--- src/rtl/urng_pkg.sv ---
// Package: shared opcode encoding for the uniform sample unit.
// Assumes a 2-bit opcode whose bit 0 requests a sample and bit 1 a seed load.
package urng_pkg;

    typedef enum logic [1:0] {
        OP_IDLE        = 2'b00,
        OP_SAMPLE      = 2'b01,
        OP_SEED        = 2'b10,
        OP_SEED_SAMPLE = 2'b11
    } urng_op_e;

    localparam int OP_BIT_SAMPLE = 0;
    localparam int OP_BIT_SEED   = 1;

endpackage

--- src/rtl/urng_lookahead.sv ---
// Module: urng_lookahead
// Combinational unrolling of a Fibonacci LFSR over STEPS single-bit steps.
// Each step computes fb = s[W-1] ^ s[TAP-1] and shifts it in at bit 0.
// The feedback bit of step k is placed at bit (STEPS-1-k) of bits_o.
// Assumes TAP < W and STEPS >= 1.
module urng_lookahead #(
    parameter int STATE_W = 39,
    parameter int TAP     = 35,
    parameter int STEPS   = 32
) (
    input  logic [STATE_W-1:0] state_i,
    output logic [STATE_W-1:0] state_o,
    output logic [STEPS-1:0]   bits_o
);

    localparam int HI = STATE_W - 1;
    localparam int LO = TAP - 1;

    // Walk the register STEPS times and collect every feedback bit.
    always_comb begin
        logic [STATE_W-1:0] walk;
        logic               fb;
        walk   = state_i;
        bits_o = '0;
        for (int k = 0; k < STEPS; k++) begin
            fb                 = walk[HI] ^ walk[LO];
            bits_o[STEPS-1-k]  = fb;
            walk               = {walk[HI-1:0], fb};
        end
        state_o = walk;
    end

endmodule

--- src/rtl/urng_scaler.sv ---
// Module: urng_scaler
// Logarithmic barrel shifter: arithmetic right shift of a signed sample by
// (DATA_W-1 - scale_i). One stage per shift-amount bit, built by generate.
// Assumes DATA_W is a power of two, so that SH_W bits hold DATA_W-1 exactly.
module urng_scaler #(
    parameter int DATA_W = 32,
    localparam int SH_W  = $clog2(DATA_W)
) (
    input  logic [DATA_W-1:0] raw_i,
    input  logic [SH_W-1:0]   scale_i,
    output logic [DATA_W-1:0] data_o
);

    localparam logic [SH_W-1:0] MAX_SH = SH_W'(DATA_W - 1);

    logic [SH_W-1:0]   shamt;
    logic [DATA_W-1:0] stage [0:SH_W];

    // Convert the fractional-bit count into a right-shift distance.
    always_comb shamt = MAX_SH - scale_i;

    assign stage[0] = raw_i;

    genvar g;
    generate
        for (g = 0; g < SH_W; g++) begin : g_stage
            localparam int DIST = 1 << g;
            logic [DATA_W-1:0] shifted;
            // Sign-filling shift by a fixed power of two.
            always_comb shifted = {{DIST{stage[g][DATA_W-1]}}, stage[g][DATA_W-1:DIST]};
            // Select the shifted or the passed-through word for this stage.
            assign stage[g+1] = shamt[g] ? shifted : stage[g];
        end
    endgenerate

    assign data_o = stage[SH_W];

endmodule

--- src/rtl/urng_state.sv ---
// Module: urng_state
// Holds the LFSR state and chooses the state fed to the lookahead network.
// A seed load replaces the working state. A zero seed is swapped for
// FALLBACK, so the register never becomes zero.
// A sample stores the advanced state. Otherwise the register holds.
// Assumes FALLBACK is nonzero. Synchronous active-low reset to FALLBACK.
module urng_state #(
    parameter int                  STATE_W  = 39,
    parameter logic [STATE_W-1:0]  FALLBACK = 39'h1
) (
    input  logic               clk,
    input  logic               rst_n,
    input  logic               load_en,
    input  logic               sample_en,
    input  logic [STATE_W-1:0] seed_i,
    input  logic [STATE_W-1:0] advanced_i,
    output logic [STATE_W-1:0] work_o,
    output logic [STATE_W-1:0] state_q
);

    logic [STATE_W-1:0] seed_clean;
    logic [STATE_W-1:0] state_d;

    // Replace an all-zero seed by the nonzero fallback constant.
    always_comb seed_clean = (seed_i == '0) ? FALLBACK : seed_i;

    // State the lookahead network works from this cycle.
    always_comb work_o = load_en ? seed_clean : state_q;

    // Next-state choice: advanced, freshly seeded, or held.
    always_comb begin
        if (sample_en)    state_d = advanced_i;
        else if (load_en) state_d = seed_clean;
        else              state_d = state_q;
    end

    // State register with synchronous reset.
    always_ff @(posedge clk) begin
        if (!rst_n) state_q <= FALLBACK;
        else        state_q <= state_d;
    end

endmodule

--- src/rtl/urng_unit.sv ---
// Module: urng_unit (top)
// Uniform sample unit: 39-bit LFSR advanced 32 steps per sample request,
// followed by a fixed-point scale shifter and a result register.
// Accepts a request every cycle. The result appears the cycle after acceptance.
// Assumes SAMPLE_W is a power of two and SAMPLE_W <= STATE_W.
module urng_unit
    import urng_pkg::*;
#(
    parameter int                 STATE_W  = 39,
    parameter int                 TAP      = 35,
    parameter int                 SAMPLE_W = 32,
    parameter logic [STATE_W-1:0] FALLBACK = 39'h1,
    localparam int                SCALE_W  = $clog2(SAMPLE_W)
) (
    input  logic                clk,
    input  logic                rst_n,
    input  logic                req_valid,
    output logic                req_ready,
    input  logic [1:0]          req_op,
    input  logic [STATE_W-1:0]  req_seed,
    input  logic [SCALE_W-1:0]  req_scale,
    output logic                res_valid,
    output logic [SAMPLE_W-1:0] res_data
);

    logic               do_sample;
    logic               do_load;
    logic [STATE_W-1:0] work_state;
    logic [STATE_W-1:0] adv_state;
    logic [STATE_W-1:0] state_q;
    logic [SAMPLE_W-1:0] raw_bits;
    logic [SAMPLE_W-1:0] scaled;

    // The unit never stalls, so it is always ready.
    assign req_ready = 1'b1;

    // Decode the opcode bits of an accepted request.
    always_comb begin
        do_sample = req_valid & req_op[OP_BIT_SAMPLE];
        do_load   = req_valid & req_op[OP_BIT_SEED];
    end

    urng_state #(
        .STATE_W  (STATE_W),
        .FALLBACK (FALLBACK)
    ) u_state (
        .clk        (clk),
        .rst_n      (rst_n),
        .load_en    (do_load),
        .sample_en  (do_sample),
        .seed_i     (req_seed),
        .advanced_i (adv_state),
        .work_o     (work_state),
        .state_q    (state_q)
    );

    urng_lookahead #(
        .STATE_W (STATE_W),
        .TAP     (TAP),
        .STEPS   (SAMPLE_W)
    ) u_look (
        .state_i (work_state),
        .state_o (adv_state),
        .bits_o  (raw_bits)
    );

    urng_scaler #(
        .DATA_W (SAMPLE_W)
    ) u_scale (
        .raw_i   (raw_bits),
        .scale_i (req_scale),
        .data_o  (scaled)
    );

    // Result register: capture scaled sample, hold data when no sample.
    always_ff @(posedge clk) begin
        if (!rst_n) begin
            res_valid <= 1'b0;
            res_data  <= '0;
        end else begin
            res_valid <= do_sample;
            if (do_sample) res_data <= scaled;
        end
    end

endmodule

--- config.mk ---
export PLATFORM = sky130hd
export DESIGN_NAME = urng_unit
export DESIGN_NICKNAME = d
export VERILOG_FILES = /design/src/rtl/urng_pkg.sv /design/src/rtl/urng_lookahead.sv /design/src/rtl/urng_scaler.sv /design/src/rtl/urng_state.sv /design/src/rtl/urng_unit.sv
export SDC_FILE = /design/constraint.sdc
export NUM_CORES = 1
export LEC_CHECK = 0
export ABC_AREA = 0
export BUFFER_PORTS_ARGS = -buffer_cell sky130_fd_sc_hd__buf_2
export CORE_MARGIN = 2
export CORE_UTILIZATION = 40
export DETAILED_ROUTE_END_ITERATION = 8
export GPL_ROUTABILITY_DRIVEN = 0
export PLACE_DENSITY_LB_ADDON = 0.2
export SYNTH_ARGS = -nofsm -noshare
export SYNTH_HDL_FRONTEND = slang
export SYNTH_SLANG_ARGS = --single-unit
--- constraint.sdc ---
create_clock -name clk -period 6.6 [get_ports clk]
set_clock_uncertainty 0.1 [all_clocks]
set_input_delay 1.65 -clock clk [delete_from_list [all_inputs] [get_ports clk]]
set_output_delay 1.65 -clock clk [all_outputs]
set_load 0.005 [all_outputs]
# [Word-level counts from Yosys, hierarchy flattened]
# Index checks and enable logic that the tools add are counted.
[op_classes] n_reduce_logical=1 multipliers=0 magnitude_cmp=0 div_mod_pow=0 n_mux=8 n_eq_ne=0 n_shift=0 add_sub_neg=1 n_bitwise=34
[op_table] op="$mux 31" count=5
[op_table] op="$mux 39" count=3
[op_table] op="$logic_not 39->1" count=1
[op_table] op="$xor 1x1->1" count=32
[op_table] op="$sub 5x5->5 const A" count=1
[op_table] op="$and 1x1->1" count=2
[word_totals] output_inout_bits=34 latchBits=0 reg_bits=72 ram_bits=0 word_cells=47 n_memories=0 inputBits=49 rom_bits=0

# [Longest topological paths before layout]
[depth] word_depth=9 ltp_mapped=10 mapped_depth_nobuf=7

# [Hierarchy]
# Synthesis repeated with hierarchy kept, for this count alone.
[hier_totals] cells_unflattened=683 hier_area_um2=5999.5
[by_module_without_submodules] mod="urng_scaler" seq_area_each_um2=0.0 n_inst=1 cells_each=232 area_per_inst_um2=2030.7
[by_module_without_submodules] mod="urng_state" seq_area_each_um2=780.7 n_inst=1 cells_each=227 area_per_inst_um2=1995.7
[by_module_without_submodules] mod="urng_unit" seq_area_each_um2=660.6 n_inst=1 cells_each=153 area_per_inst_um2=1400.1
[by_module_without_submodules] mod="urng_lookahead" seq_area_each_um2=0.0 n_inst=1 cells_each=71 area_per_inst_um2=573.0

# [Worst setup path before layout]
# Ideal clock, no wire load.
[synth_timing] path_kind="input port to flip-flop" startpoint="in req_scale[1]" endpoint="reg res_data[4]" setup_slack_ns=2.799 path_buffers=3 setup_time_ns=0.092 required_time_ns=6.408 cell_stages=8 arrival_time_ns=3.609 path_cell_list="buf_2 -> buf_1 -> clkbuf_1 -> mux4_2 -> mux2_2 -> o2111ai_1 -> a21oi_1 -> nor4_1"
[synth_via] elab_chain_len=5
[synth_lines] item="from (decl)" line="urng_unit.sv:21" rtl="input logic [SCALE_W-1:0] req_scale,"
[synth_lines] item="$sub 5x5->5 *" line="urng_scaler.sv:20" rtl="always_comb shamt = MAX_SH - scale_i;"
[synth_lines] item="$mux 31 (3 in series)" line="urng_scaler.sv:32" rtl="assign stage[g+1] = shamt[g] ? shifted : stage[g];"
[synth_lines] item="$mux 31 *" line="urng_scaler.sv:32"
[synth_lines] item="to (signal assigned)" line="urng_unit.sv:82" rtl="if (do_sample) res_data <= scaled;"
[synth_lines] item="to (decl)" line="urng_unit.sv:23" rtl="output logic [SAMPLE_W-1:0] res_data"
# Mark *: on every way between the ends. The rest lies on a longest branch, timed or not.
# A chain may end at the register's enable or synchronous reset.

# [Worst setup path after layout]
[layout_timing] startpoint="in req_valid" endpoint="reg res_data[6]"
[layout_via] elab_chain_len=8 word_cells_on_any_way=34 classes_between="6 x mux; 28 x bitwise"
[layout_lines] item="from (decl)" line="urng_unit.sv:17" rtl="input logic req_valid,"
[layout_lines] item="$and 1x1->1" line="urng_unit.sv:40" rtl="do_load = req_valid & req_op[OP_BIT_SEED];"
[layout_lines] item="$mux 39" line="urng_state.sv:28" rtl="always_comb work_o = load_en ? seed_clean : state_q;"
[layout_lines] item="$xor 1x1->1" line="urng_lookahead.sv:26" rtl="fb = walk[HI] ^ walk[LO];"
[layout_lines] item="$mux 31 (5 in series)" line="urng_scaler.sv:32"
# Several ways; a longest one is shown, not always the timed one.

==> summary.md <==
| Metric | Value |
|---|---|
| Area of the multi-input gates | `0.004444 mm2` |
| Setup violations, final | `0` |
| Initial antenna violation count | `0` |
| Crit path launch | `req_valid` |
| Detailed-placement wirelength estimate | `16.16 mm` |
| Final setup TNS | `0 ns` |
| Setup crit end | `res_data[6]$_SDFFE_PN0P_` |
| CP max FO | `46` |
| Peak VDD IR | `approximately 0.15 mV` |
| Number of port buffers | `between 80 and 90` |
| Vias in the first global route | `roughly 5900` |
| Yosys cell types | `58` |
| Cts hold-fix bufs | `0` |
| Mapped Nets | `756` |
| Worst reg2reg setup slack | `3.98 ns` |
| Async set-or-reset flop fraction in the synthesized netlist | `0` |
| Clock sink count | `72` |
| Crit path launch type | `primary input` |
| Hold slack | `0.3454 ns` |
| Post-synth EDFFs | `0` |
| Final min period | `between 4 and 5 ns` |
| Nets | `789` |
| Final Cycle Share | `0.6497` |
| Required time worst endpoint | `6.79 ns` |
| Area delta synth->final | `11.56%` |
| CP top delay family | `multiplexers` |
| GRT overflow | `0` |
| Pre-CTS WS | `2.003 ns` |
| Dominant synthesized flop cell | `dfxtp_1` |
| Root buffer cell | `clkbuf_16` |
| Post-CTS setup buffer count | `0` |
| Worst path cell trace | `buf_2 > nand2_4 > buf_4 > mux4_2 > a222oi_1 > nand2_1 > mux4_2 > a21oi_1` |
| Fill cell count | `approximately 1500` |
| Met1 usage | `0.3776` |
| RSZ-0062 raised after global routing | `no` |
| Crit path depth | `8` |
| Post-CTS Resized | `0` |
| Commonest non-fill, non-tap cell in the layout | `buf_2` |
| Seq/Total Area, Yosys | `0.2320` |
| CP dominant cell by count | `mux4_2` |
| Avg Cell Area, Syn | `just under 9 um2` |
| Fin cells | `933` |
| Slowest Stage Delay on Critical Path | `0.57 ns` |
| Tot GR Track Use | `0.2732` |
| Fin worst setup slack | `about 2.3 ns` |
| R2R depth | `6` |
| Synth Register Bits | `72` |
| Critical path class | `primary input to register` |
| Die Wd | `128.6 um` |
| F_max | `233.2 MHz` |
| Final WL | `around 22 mm` |
| PwrDens | `about 230 mW/mm2` |
| Critical path capture point type | `register` |
| Placed cell count | `roughly 920` |
| Pre-antenna DRT Iters | `6` |
| Max Cap Viol | `0` |
| Clock transition at path regs | `approximately 0.060 ns` |
| Slew headroom | `0.4052` |
| GR peak layer | `met2` |
| Antenna cells | `0` |
| Met2 usage | `0.4237` |
| Reg area | `0.001441 mm2` |
| Post-route antenna net violation count | `0` |
| Leakage power | `2.656 nW` |
| Max-slew violations | `0` |
| First-pass GRT wire length | `34.71 mm` |
| CTS Buf Count | `9` |
| Initial Utilization | `0.4087` |
| Crit Reg-Reg Endpoint | `res_data[17]$_SDFFE_PN0P_` |
| CTS tree | `done` |
| Crit path DAT | `4.48 ns` |
| Post-route DRC | `0` |
| Via count | `6122` |
| Die Y | `128.6 um` |
| Syn Inst Count | `707` |
| Run status | `complete, no violations` |
| Met3 Usage GRT | `0.05447` |
| Min-Delay Path Class | `register to register` |
| Largest net degree at the start of global routing | `49` |
| Hold Vio Cnt, Final | `0` |
| Htree depth | `3` |
| Slew of the pin with the lowest slew margin | `0.8921 ns` |
| Commonest cells after routing, fill and taps aside | `81 x buf_2, 78 x nand2_1, 72 x dfxtp_1` |
| Crit-path slowest cell | `mux4_2` |
| Maximum buffer depth of the clock tree | `2` |
| WL/cell | `approximately 24 um` |
| IO Count | `83` |
| Core footprint | `approximately 0.015 mm2` |
| Worst path buffer plus inverter count | `2` |
| Clock latency on the worst-skew pair | `about 0.36 ns` |
| Syn Std Cell Area | `0.006213 mm2` |
| Num rows | `45` |
| Detailed Route Iter0 Violations | `713` |
| Layout cells sized above 1 | `0.2523` |
| Vias per cell | `6.562` |
| Synth Warn # | `0` |
| Die area | `0.01655 mm2` |
| R2R Path Start | `u_state.state_q[29]$_SDFF_PN0_` |
## sequential cells by signal, indices dropped and copies added (netlist names)
register	cells
u_state.state_q	39
res_data	32
res_valid	1
## cell usage after synthesis, types with 3 or more instances
| cell | instances | area share |
|---|---|---|
| a211oi_1 | 19 | 0.023 |
| a21oi_1 | 35 | 0.028 |
| a2bb2oi_1 | 3 | 0.0042 |
| a311oi_1 | 25 | 0.035 |
| a31oi_1 | 11 | 0.011 |
| and2_1 | 9 | 0.0091 |
| and3_1 | 6 | 0.0060 |
| buf_1 | 10 | 0.0060 |
| buf_2 | 7 | 0.0056 |
| buf_6 | 4 | 0.0072 |
| clkbuf_1 | 47 | 0.028 |
| dfxtp_1 | 72 | 0.23 |
| inv_1 | 8 | 0.0048 |
| mux2_2 | 24 | 0.043 |
| mux2_4 | 3 | 0.0072 |
| mux2i_1 | 30 | 0.048 |
| mux4_2 | 49 | 0.18 |
| nand2_1 | 79 | 0.048 |
| nand3_1 | 51 | 0.041 |
| nand4_1 | 3 | 0.0030 |
| nor2_1 | 46 | 0.028 |
| nor3_1 | 9 | 0.0072 |
| nor4_1 | 11 | 0.011 |
| o2111ai_1 | 3 | 0.0042 |
| o211ai_1 | 9 | 0.011 |
| o21ai_0 | 25 | 0.020 |
| o311a_1 | 3 | 0.0048 |
| xnor2_1 | 60 | 0.085 |
| xor2_1 | 8 | 0.011 |
## power breakdown
group / total [mW] / switching [mW] / internal [mW] / leakage [nW]
sequential: 0.501 / 0.0321 / 0.469 / 0.593
combinational: 0.567 / 0.321 / 0.246 / 1.91
clock: 0.519 / 0.206 / 0.313 / 0.150
total: 1.59 / 0.560 / 1.03 / 2.66
## metrics by stage
step                power (mW)  utilization  cell area [um2]
finish                   1.587       0.4560             6932
global placement         1.060       0.4362             6631
global route             1.647       0.4560             6932
detailed placement       1.063       0.4362             6631
floorplan               0.8919            -             6213
CTS                      1.579       0.4560             6932
## per-layer routing
metal / routed length [um] / part of all wire / vias up
met1: 9562 / 0.43 / 2991
met4: 839 / 0.038 / 0
met2: 10370 / 0.46 / 344
met5: 0 / 0 / -
met3: 1606 / 0.072 / 64
li1: - / - / 2723
## worst min path at each step
stage | end | cells past startpoint | start
floorplan | res_data[12]$_SDFFE_PN0P_ | 2 | res_data[12]$_SDFFE_PN0P_
global placement | res_data[12]$_SDFFE_PN0P_ | 2 | res_data[12]$_SDFFE_PN0P_
detailed placement | res_data[24]$_SDFFE_PN0P_ | 2 | res_data[24]$_SDFFE_PN0P_
CTS | res_data[24]$_SDFFE_PN0P_ | 2 | res_data[24]$_SDFFE_PN0P_
global route | res_data[13]$_SDFFE_PN0P_ | 2 | res_data[13]$_SDFFE_PN0P_
finish | res_data[24]$_SDFFE_PN0P_ | 2 | res_data[24]$_SDFFE_PN0P_
## tightest hold or removal path: cells and delay by family, from the launching register on
kind          cells  cell delay (ns)
simple gates      2             0.10
flops             1             0.30
## cell type report
type | instances | area share
flip-flops and latches | 72 | 0.2079
inverters | 8 | 0.004332
repair buffers | 91 | 0.06931
clock inverters | 3 | 0.005776
multi-input cells | 558 | 0.6412
well taps | 188 | 0.03394
clock buffers | 13 | 0.03755
## cell families (layout without fill, tap and decap cells)
logic type                after synthesis  after routing  synth area share
AOI/OAI and AO/OA                     157            157            0.1736
xor gates and xnor gates               68             68           0.09585
buffers and inverters                  77            115           0.05336
DFF                                    72             72            0.2320
muxes                                 108            108            0.2803
other                                   1              1         0.0006035
and+or+nand+nor                       224            224            0.1643
(Power assumes the default switching activity.)
